`config.mk`:
```
export PLATFORM = sky130hd
export DESIGN_NAME = useq_core
export DESIGN_NICKNAME = d
export VERILOG_FILES = /design/src/rtl/useq_pkg.sv /design/src/rtl/useq_decode.sv /design/src/rtl/useq_merge.sv /design/src/rtl/useq_hold.sv /design/src/rtl/useq_core.sv
export SDC_FILE = /design/constraint.sdc
export NUM_CORES = 1
export LEC_CHECK = 0
export BUFFER_PORTS_ARGS = -buffer_cell sky130_fd_sc_hd__clkbuf_2
export CORE_ASPECT_RATIO = 1.5
export CORE_UTILIZATION = 40
export DETAILED_ROUTE_END_ITERATION = 10
export PLACE_DENSITY_LB_ADDON = 0.3
export SLEW_MARGIN = 20
export SYNTH_ARGS = -nofsm -noshare
export SYNTH_HDL_FRONTEND = slang
export SYNTH_SLANG_ARGS = --single-unit
export TNS_END_PERCENT = 30
```
`constraint.sdc`:
```
create_clock -name clk -period 1.9 [get_ports clk]
set_clock_uncertainty 0.05 [all_clocks]
set_input_delay 0.38 -clock clk [delete_from_list [all_inputs] [get_ports clk]]
set_output_delay 0.38 -clock clk [all_outputs]
set_load 0.1 [all_outputs]
```
`src/rtl/useq_pkg.sv`:
```
// Package: shared types and branch-control encodings for the microsequencer.
// Assumes the branch-control field is ordered {lit_only, lit_en, hold_sel}.
package useq_pkg;

    typedef enum logic [2:0] {
        OP_SEQ      = 3'd0,
        OP_JUMP     = 3'd1,
        OP_DISPATCH = 3'd2,
        OP_RETURN   = 3'd3,
        OP_CALL     = 3'd4
    } useq_op_e;

    localparam logic [2:0] CTL_SEQ      = 3'b000;
    localparam logic [2:0] CTL_JUMP     = 3'b110;
    localparam logic [2:0] CTL_DISPATCH = 3'b010;
    localparam logic [2:0] CTL_RETURN   = 3'b101;
    localparam logic [2:0] CTL_CALL     = 3'b111;

endpackage

```
`src/rtl/useq_decode.sv`:
```
// Module: useq_decode
// Maps the three branch-control bits onto a sequencer operation.
// Assumes unassigned codes should fall back to a plain step.
module useq_decode
    import useq_pkg::*;
(
    input  logic [2:0] br_ctl,
    output useq_op_e   op
);

    // Purpose: one-hot-free case decode with a safe default.
    always_comb begin
        unique case (br_ctl)
            CTL_JUMP:     op = OP_JUMP;
            CTL_DISPATCH: op = OP_DISPATCH;
            CTL_RETURN:   op = OP_RETURN;
            CTL_CALL:     op = OP_CALL;
            default:      op = OP_SEQ;
        endcase
    end

endmodule

```
`src/rtl/useq_merge.sv`:
```
// Module: useq_merge
// Builds the conditional-jump target by ORing masked bus bits into the
// literal's low bits. Assumes MASK_W <= ADDR_W; bus bits at or above
// MASK_W (or beyond BUS_W) are never used.
module useq_merge #(
    parameter int ADDR_W = 10,
    parameter int MASK_W = 5,
    parameter int BUS_W  = 8
) (
    input  logic [ADDR_W-1:0] lit_addr,
    input  logic [MASK_W-1:0] lit_mask,
    input  logic [BUS_W-1:0]  disp_bus,
    output logic [ADDR_W-1:0] target
);

    // Purpose: per-bit choice between pure literal and literal OR bus bit.
    for (genvar i = 0; i < ADDR_W; i++) begin : g_bit
        if (i < MASK_W && i < BUS_W) begin : g_open
            assign target[i] = lit_addr[i] | (lit_mask[i] & disp_bus[i]);
        end else begin : g_lit
            assign target[i] = lit_addr[i];
        end
    end

endmodule

```
`src/rtl/useq_hold.sv`:
```
// Module: useq_hold
// One-deep return-address holding register. Loads only on a call.
// Assumes the synchronous active-low reset clears it.
module useq_hold #(
    parameter int ADDR_W = 10
) (
    input  logic              clk,
    input  logic              rst_n,
    input  logic              load,
    input  logic [ADDR_W-1:0] d,
    output logic [ADDR_W-1:0] q
);

    // Purpose: capture the return address on load, hold otherwise.
    always_ff @(posedge clk) begin
        if (!rst_n)    q <= '0;
        else if (load) q <= d;
    end

    // the register changes only when loaded
    a_r8_hold_stable: assert property (@(posedge clk) disable iff (!rst_n)
        !load |=> $stable(q));

endmodule

```
`src/rtl/useq_core.sv`:
```
// Module: useq_core (top)
// Microprogram next-address sequencer: step, literal jump, masked
// dispatch, call and return. Assumes synchronous active-low reset and
// that control-store words are presented combinationally for uaddr.
module useq_core
    import useq_pkg::*;
#(
    parameter int ADDR_W = 10,
    parameter int MASK_W = 5,
    parameter int BUS_W  = 8
) (
    input  logic              clk,
    input  logic              rst_n,
    input  logic [2:0]        br_ctl,
    input  logic [ADDR_W-1:0] lit_addr,
    input  logic [MASK_W-1:0] lit_mask,
    input  logic [BUS_W-1:0]  disp_bus,
    output logic [ADDR_W-1:0] uaddr,
    output logic [ADDR_W-1:0] ret_addr
);

    localparam logic [ADDR_W-1:0] ONE = ADDR_W'(1);

    useq_op_e          op;
    logic [ADDR_W-1:0] incr_addr;
    logic [ADDR_W-1:0] merge_addr;
    logic [ADDR_W-1:0] next_addr;

    useq_decode u_decode (
        .br_ctl (br_ctl),
        .op     (op)
    );

    useq_merge #(
        .ADDR_W (ADDR_W),
        .MASK_W (MASK_W),
        .BUS_W  (BUS_W)
    ) u_merge (
        .lit_addr (lit_addr),
        .lit_mask (lit_mask),
        .disp_bus (disp_bus),
        .target   (merge_addr)
    );

    useq_hold #(
        .ADDR_W (ADDR_W)
    ) u_hold (
        .clk   (clk),
        .rst_n (rst_n),
        .load  (op == OP_CALL),
        .d     (incr_addr),
        .q     (ret_addr)
    );

    // Purpose: sequential successor, wrapping at the top of the store.
    assign incr_addr = uaddr + ONE;

    // Purpose: select the next microaddress from the decoded operation.
    always_comb begin
        unique case (op)
            OP_JUMP,
            OP_CALL:     next_addr = lit_addr;
            OP_DISPATCH: next_addr = merge_addr;
            OP_RETURN:   next_addr = ret_addr;
            default:     next_addr = incr_addr;
        endcase
    end

    // Purpose: microaddress register, zero after reset.
    always_ff @(posedge clk) begin
        if (!rst_n) uaddr <= '0;
        else        uaddr <= next_addr;
    end

    // reset clears both registers
    a_r1_reset_zero: assert property (@(posedge clk)
        !rst_n |=> (uaddr == '0 && ret_addr == '0));

    // step advances by one
    a_r2_step: assert property (@(posedge clk) disable iff (!rst_n)
        (br_ctl == CTL_SEQ) |=> uaddr == $past(uaddr) + ONE);

    // literal jump
    a_r3_jump: assert property (@(posedge clk) disable iff (!rst_n)
        (br_ctl == CTL_JUMP) |=> uaddr == $past(lit_addr));

    // dispatch keeps the literal's upper bits
    a_r4_dispatch_upper: assert property (@(posedge clk) disable iff (!rst_n)
        (br_ctl == CTL_DISPATCH)
        |=> uaddr[ADDR_W-1:MASK_W] == $past(lit_addr[ADDR_W-1:MASK_W]));

    // a closed mask gives the literal unchanged
    a_r5_closed_mask: assert property (@(posedge clk) disable iff (!rst_n)
        (br_ctl == CTL_DISPATCH && lit_mask == '0) |=> uaddr == $past(lit_addr));

    // return uses the saved address
    a_r6_return: assert property (@(posedge clk) disable iff (!rst_n)
        (br_ctl == CTL_RETURN) |=> uaddr == $past(ret_addr));

    // call saves the successor and jumps
    a_r7_call: assert property (@(posedge clk) disable iff (!rst_n)
        (br_ctl == CTL_CALL)
        |=> (ret_addr == $past(uaddr) + ONE && uaddr == $past(lit_addr)));

    // unassigned codes step like 000
    a_r9_spare_step: assert property (@(posedge clk) disable iff (!rst_n)
        (br_ctl == 3'b001 || br_ctl == 3'b011 || br_ctl == 3'b100)
        |=> uaddr == $past(uaddr) + ONE);

endmodule

```
==> impl_results.md, run 1 <==
* Status: finished clean
* Die extent in y at 61.2 µm
* Critical path data required time at about 1.5 ns
* RSZ-0062 raised after global routing: no
* Crit path DAT at 1.22 ns
* Cells after Synth at 103
* Initial antenna violation count at 0
* Routed WL at 2.26 mm
* Critical path, cell by cell: clkbuf_2
* Hold Crit Class: in -> reg
* CTS root buf: clkbuf_4
* # DRC at 0
* Commonest cells post-synth: dfxtp_1, a21oi_1, nand3_1, nor2_1
* Ys Warns at 0
* WP buf/inv at 1
* Final Cycle Share at 0.866
* Flops & latches, synth at 20
* Post-synthesis sequential area ratio at 0.429
* GR Util All Layers at 0.178
* CTS sink count at 20
* HPWL after DPL at 1.71 mm
* Setup-failing EPs final at 0
* Mean Syn Cell Area at 9.06 µm²
* Area contributors post-synth: dfxtp_1, a21oi_1, xnor2_1
* TNS Setup at 0 ns
* Mapped cell area at 933 µm²
* Initial DRC Count at 32
* Top cell type's share of synthesized area at 0.429
* Die X-Extent at 41.4 µm
* First-pass GRT wire length at ~3.5 mm
* Pwr Density at between 900 and 1000 mW/mm²
* Synthesized net count at 132
* Setup crit end kind: output pin
* Netlist cell types at 29
* Highest Clock Rate at ~610 MHz
* Core area at 0.00221 mm²
* Leak pwr at 0.517 nW
* Synth area leader: dfxtp_1
* Number of diodes at 0
* Top FF cell, synth: dfxtp_1
* Worst-margin pin slew at 0.546 ns
* Synth async-reset ratio at 0
* Via density at 5.63
* Vias in the first global route at 868
* EDFF count, synth at 0
* Maximum vdd drop at approximately 490 µV
* Largest delay share family, worst path: buffers and inverters
* Clock transition at the registers of the reported paths at between 0.1 and 0.15 ns
* Hold Buf Count CTS at 0
* Setup bufs post-CTS at 0
* Grt total ovfl at 0
* Worst Path Max Fanout at 5
* Worst rel slew slack at 0.637
* Total Power at approximately 1.1 mW
* Max-cap violations at 0
* Routability cong. at about 0.66
* Avg WL per Cell at 13.2 µm
* Post-layout instance area at 0.00121 mm²
* Area Overhead vs Synth at 29.6%
* Via count at 969
* Filler cell count at 219
* H-tree depth at 1
* Crit path max-delay cell type: clkbuf_2
* Pin count of the biggest net entering global routing at 20
* Post-DRT Antenna Nets at 0
* Initial Utilization at 0.423
* Clock Tree Buf Depth at 2
* Nets at around 180
* Number of core rows at 21
* Finished Layout Cells at 172
* Crit Path Class: reg -> out
* # IOs at 48
* Drt pass-1 iters at 4
* Most frequent cell after synthesis: dfxtp_1
* Nature of the critical path startpoint: flip-flop
* Port Buffers at 44
* Clk Latency, worst-skew pair at 0.30 ns
* Inst Count DP at ~170
* Share of cells above drive strength 1 at 0.396
* Total CTS buffers at 3
* CP max stage delay at 0.49 ns
* Final hold violation count at 0
* Tmin final at 1.65 ns
* DP Area at ~0.0012 mm²
* Post_cts resized at 0
* Die ar. at 0.00253 mm²
* Fin. max-slew vios at 0
* CTS tree: built
==> metrics by stage <==
stage / setup WS, ns / util / hold slack (ns)
global placement: 0.337 / 0.532 / 0.420
finish: 0.254 / 0.548 / 0.267
floorplan: -0.0701 / - / 0.491
global route: 0.221 / 0.548 / 0.279
detailed placement: 0.289 / 0.532 / 0.428
CTS: 0.252 / 0.548 / 0.268
==> worst paths after layout <==
check	start	slack, ns	cells after the start	end
min	disp_bus[1]	0.27	3	uaddr[1]
max reg2reg	uaddr[0]	0.52	4	uaddr[4]
max	uaddr[2]	0.25	1	uaddr[2]
min reg2reg	uaddr[0]	0.44	1	uaddr[0]
==> layer usage <==
metal	vias to the layer above	global-route usage	routed length (µm)
met5	-	0	0
met1	457	0.190	968
met3	2	0.0323	86
li1	479	-	-
met2	31	0.348	1200
met4	0	0.0645	12
==> registers in the layout (all words and copies together) (netlist names) <==
register	flops
u_hold.q	10
uaddr	10
==> final cells by class <==
| type | instances | area [µm²] | area share |
|---|---|---|---|
| Timing Repair Buffer | 46 | 235 | 0.194 |
| Clock buffer | 4 | 36.3 | 0.0300 |
| Sequential cell | 20 | 404 | 0.334 |
| Tap cell | 23 | 28.8 | 0.0238 |
| Inverter | 5 | 18.8 | 0.0155 |
| Multi-Input combinational cell | 74 | 487 | 0.402 |
==> placed cells by master, fill, tap and decap left out, types with 3 or more instances in the layout <==
master     n
a211oi_1   4
a21oi_1   11
a221oi_1   4
clkbuf_2  44
clkbuf_4   3
dfxtp_1   17
dfxtp_2    3
inv_1      3
nand2_1    5
nand3_1    8
nor2_1     7
o21ai_0    6
o221ai_1   5
o22ai_1    4
xnor2_1    6
==> where the power goes <==
| part | switching, mW | total, mW | internal [mW] | leakage [nW] |
|---|---|---|---|---|
| combinational | 0.298 | 0.379 | 0.0803 | 0.331 |
| sequential | 0.0297 | 0.481 | 0.451 | 0.166 |
| clock | 0.128 | 0.244 | 0.117 | 0.0210 |
==> cell families after synthesis <==
kind of cell	synth area share
compound gates	0.267
xor+xnor	0.0751
fa+ha+maj	0.0134
buf+inv	0.0496
flops	0.429
mux	0.0214
simple gates	0.145
Power figures use the tool's default switching activity.
==> inputs of run 2 (changes only) <==
PLACE_DENSITY_LB_ADDON = 0.12   (was 0.3)
==> run 2 against run 1 <==
Against the previous run: via count decreased by 4.4%; critical path depth unchanged; non-clock buffer count decreased by 1; worst setup slack improved by 0.031 ns; first-iteration DRC count decreased by 50%; sequential share of layout area increased by 0.60 points; die area unchanged; power decreased by 5.1%; clock-buffer cell count decreased by 1; final cell count decreased by 1.2%; sequential power about the same; register-to-register slack about the same.
==> impl_results.md, run 2 (synthesized netlist as in run 1, its figures left out) <==
* Status: finished clean
* GRT met1 Usage at 0.197
* Worst Path Max Fanout at 5
* Vias in the first global route at 875
* CP max stage delay at 0.49 ns
* Most used routing layer: met2
* Clk Latency, worst-skew pair at 0.28 ns
* Setup bufs post-CTS at 0
* Initial antenna violation count at 0
* H-tree depth at 1
* Finished Layout Cells at 170
* Hold Crit Class: in -> reg
* Pin count of the biggest net entering global routing at 20
* Number of diodes at 0
* Post-layout instance area at 0.00119 mm²
* # IOs at 48
* GR Util All Layers at 0.180
* Initial Utilization at 0.423
* Fin. max-slew vios at 0
* Crit path max-delay cell type: clkbuf_2
* First-pass GRT wire length at 3.58 mm
* Initial DRC Count at 16
* Worst hold path startpoint: disp_bus[1]
* Most frequent cells in the layout: clkbuf_2, dfxtp_1, a21oi_1
* Setup-failing EPs final at 0
* CTS sink count at 20
* Nature of the critical path startpoint: flip-flop
* Grt total ovfl at 0
* Routability cong. at 0.698
* Post-DRT Antenna Nets at 0
* Reg2reg end: uaddr[4]
* Reg2Reg Depth at 4
* Final hold violation count at 0
* Worst-margin pin slew at around 0.55 ns
* Worst rel slew slack at 0.637
* Largest delay share family, worst path: buffers and inverters
* RSZ-0062 raised after global routing: no
* Pwr Density at 882 mW/mm²
* Avg WL per Cell at 13.2 µm
* Total CTS buffers at 3
* Met3 usage at 0.0323
* Most common cell after layout, fill and taps aside: clkbuf_2
* Critical path, cell by cell: clkbuf_2
* FF-to-FF Start: uaddr[0]
* Critical path data required time at 1.47 ns
* CTS tree: built
* Number of core rows at 21
* Maximum vdd drop at 445 µV
* Via count at 926
* CTS root buf: clkbuf_4
* Setup WS post-layout at 0.285 ns
* DP Area at approximately 0.0012 mm²
* Share of cells above drive strength 1 at 0.388
* Final Cycle Share at 0.850
* Nets at approximately 180
* Top Registers: u_hold.q: 10 flops, uaddr: 10 flops
* Hold Path End: uaddr[1]
* Crit path DAT at 1.18 ns
* Drt pass-1 iters at 4
* Max-cap violations at 0
* Setup crit end kind: output pin
* Routed WL at around 2.2 mm
* Area Overhead vs Synth at 27.3%
* Place WS at 0.294 ns
* Core area at about 0.0022 mm²
* Port Buffers at 44
* Clock transition at the registers of the reported paths at 0.10 ns
* Crit Path Class: reg -> out
* Register-to-register setup slack at 0.52 ns
* Worst Hold Path Cells at 3
* M2 GR Usage at 0.364
* Hold Buf Count CTS at 0
* Highest Clock Rate at 619 MHz
* Die ar. at about 0.0025 mm²
* WP buf/inv at 1
* HPWL after DPL at between 1.5 and 2 mm
* Post_cts resized at 0
* Tmin final at 1.61 ns
* Die extent in y at 61.2 µm
* Total Power at 1.05 mW
* Clock Tree Buf Depth at 2
* # DRC at 0
* Die X-Extent at 41.4 µm
* Filler cell count at 246
* Leak pwr at 0.505 nW
* Via density at about 5.4
* Inst Count DP at 167
==> run 2: cell count changes in the layout (fill, tap and decap cells not counted) <==
cell	change
buf_4	-1
clkbuf_8	-1
==> run 2: worst max-delay path by stage <==
stage               from       end  slack, ns  cells after the start
2_1_floorplan   uaddr[2]  uaddr[7]      -0.07                      4
3_3_place_gp   br_ctl[0]  uaddr[0]       0.30                      5
3_5_place_dp   br_ctl[0]  uaddr[3]       0.29                      5
4_1_cts         uaddr[2]  uaddr[2]       0.27                      1
5_1_grt         uaddr[2]  uaddr[2]       0.22                      1
6_report        uaddr[2]  uaddr[2]       0.29                      1
==> run 2: metrics by stage <==
step / hold slack, ns / setup TNS, ns / utilization
6_report: 0.280 / 0 / 0.539
5_1_grt: 0.281 / 0 / 0.539
3_3_place_gp: 0.422 / 0 / 0.528
2_1_floorplan: 0.491 / -0.271 / -
3_5_place_dp: 0.421 / 0 / 0.528
4_1_cts: 0.269 / 0 / 0.539
==> run 2: area by class of cell <==
type,instances,area (µm²),share of cell area
Sequential cell,20,404,0.340
Multi-Input combinational cell,74,487,0.409
Clock buffer,3,22.5,0.0189
Timing Repair Buffer,45,228,0.192
Tap cell,23,28.8,0.0242
Inverter,5,18.8,0.0158
==> run 2: routing by layer <==
layer  part of all wire  up-vias
met3              0.044        2
met1               0.41      420
li1                   -      478
met5                  0        -
met4             0.0045        0
met2               0.54       26
==> run 2: power by group <==
part | total, mW | switching (mW) | internal (mW) | leakage (nW)
clock | 0.192 | 0.118 | 0.0735 | 0.0138
combinational | 0.377 | 0.298 | 0.0789 | 0.326
sequential | 0.480 | 0.0287 | 0.451 | 0.166
total | 1.05 | 0.444 | 0.603 | 0.505
==> inputs of run 3 (changes only) <==
CORE_UTILIZATION = 39   (was 40)
clock period = 1.3 ns   (was 1.9 ns; I/O delays follow)
==> run 3 against run 2 <==
Against the previous run: design area up 46%; critical endpoint is now uaddr[6]; worst hold slack worse by 0.14 ns; final cell count up 7.6%; clock-buffer cell count up 1; first-iteration DRC count up 110%; largest power group is now combinational cells; highest routed layer unchanged.
==> impl_results.md, run 3 (synthesized netlist as in run 1, its figures left out) <==
* Status: finished clean
* Routability cong. at between 0.7 and 0.8
* Worst hold path startpoint: disp_bus[2]
* H-tree depth at 1
* Die X-Extent at 41.9 µm
* Crit path DAT at around 1.5 ns
* Finished Core Util at 0.766
* Hold Crit Class: in -> reg
* Die ar. at between 0.002 and 0.003 mm²
* Worst rel slew slack at 0.782
* Register-to-register setup slack at 0.01 ns
* HPWL after DPL at ~2 mm
* Nets at 190
* Largest delay share family, worst path: flip-flops
* Share of cells above drive strength 1 at 0.588
* Pin count of the biggest net entering global routing at 20
* Worst-margin pin slew at 0.327 ns
* Final Cycle Share at 0.990
* Initial antenna violation count at 0
* Pwr Density at 1070 mW/mm²
* Clock transition at the registers of the reported paths at 0.11 ns
* Top Registers: u_hold.q: 10 flops, uaddr: 10 flops
* Setup crit end kind: flip-flop
* Max-cap violations at 0
* CTS sink count at 20
* Tmin final at ~1.3 ns
* Most common cell after layout, fill and taps aside: clkbuf_2
* Setup-failing EPs final at 0
* Nature of the critical path startpoint: flip-flop
* Via density at 5.61
* GR Util All Layers at 0.215
* Initial Utilization at 0.413
* Worst Path Max Fanout at 3
* Initial DRC Count at 33
* Clk Latency, worst-skew pair at 0.30 ns
* Critical path, cell by cell: ha_4 > and3_4 > nand3_2 > xor2_2 > a21oi_1
* Total CTS buffers at 3
* Maximum vdd drop at 662 µV
* Crit path max-delay cell type: dfxtp_4
* Hold Path End: uaddr[2]
* Area Overhead vs Synth at 85.5%
* Reg2reg end: uaddr[6]
* Grt total ovfl at 0
* Filler cell count at 139
* Reg2Reg Depth at 5
* Fin. max-slew vios at 0
* Number of diodes at 0
* CP max stage delay at 0.40 ns
* # DRC at 0
* FF-to-FF Start: uaddr[1]
* Post-DRT Antenna Nets at 0
* Via count at 1027
* # IOs at 48
* Die extent in y at 61.9 µm
* Avg WL per Cell at 14.1 µm
* Setup WS post-layout at 0.0130 ns
* WP buf/inv at 0
* Place WS at -0.0829 ns
* Clock Tree Buf Depth at 2
* Highest Clock Rate at between 700 and 800 MHz
* Core area at 0.00226 mm²
* First-pass GRT wire length at 4.24 mm
* Critical path data required time at 1.48 ns
* Leak pwr at 0.681 nW
* Number of core rows at 21
* Crit Path Class: reg -> reg
* CTS tree: built
* Worst Hold Path Cells at 3
* Routed WL at 2.59 mm
* Port Buffers at 44
* Final hold violation count at 0
* Vias in the first global route at 1021
* CTS root buf: clkbuf_4
* Drt pass-1 iters at 4
* Most frequent cells in the layout: clkbuf_2, buf_12, a21oi_1, buf_4, dfxtp_4
* RSZ-0062 raised after global routing: yes
-- run 3: cell types whose count changed in the layout (fill, tap and decap cells not counted), sizes merged --
cell	before	now
buf	1	33
clkbuf	47	28
-- run 3: worst max-delay path by stage --
stage	end	startpoint	cells past startpoint
final	uaddr[6]	uaddr[1]	5
after global routing	uaddr[9]	uaddr[0]	5
after CTS	uaddr[4]	uaddr[1]	4
after detailed placement	uaddr[7]	br_ctl[0]	6
after global placement	uaddr[6]	br_ctl[0]	6
after floorplan	uaddr[2]	u_hold.q[2]	2
-- run 3: final cells by class --
type                    instances  area (µm²)  share of cell area
repair buffers                 57         634               0.366
multi-input cells              74         577               0.333
flip-flops and latches         20         437               0.252
clock buffers                   4        36.3              0.0210
well taps                      23        28.8              0.0166
inverters                       5        18.8              0.0108
-- run 3: worst min-delay path, stage by stage --
cell	delay (ns)
clkbuf_2	0.08
nand3_1	0.05
a221oi_1	0.07
-- run 3: report_power, final --
part	internal (mW)	total, mW	switching, mW
clock network	0.171	0.362	0.191
registers	0.660	0.731	0.0712
logic	0.294	0.755	0.461
-- run 3: through the flow --
step / hold slack [ns] / TNS, ns / total power, mW / std cells / cell area (µm²)
global route: 0.144 / -0.0701 / 1.91 / 183 / 1730
finish: 0.140 / 0 / 1.85 / 183 / 1730
floorplan: 0.368 / -1.94 / 1.18 / 103 / 1020
detailed placement: 0.475 / -0.492 / 1.48 / 178 / 1650
CTS: 0.140 / 0 / 1.84 / 183 / 1700
global placement: 0.461 / -0.0901 / 1.47 / 178 / 1650
-- run 3: what timing repair did --
item                       in CTS  in global routing
gates resized for setup         1                  5
setup endpoints to repair       1                  7
hold buffers                    0                  0
pin swaps                       0                  1
buffers inserted                1                  0
-- run 3: layer usage --
layer	global-route usage	wire (µm)	up-vias
li1	-	-	505
met1	0.209	992	483
met2	0.449	1460	35
met3	0.0231	95	4
met4	0.101	34	0
met5	0	0	-
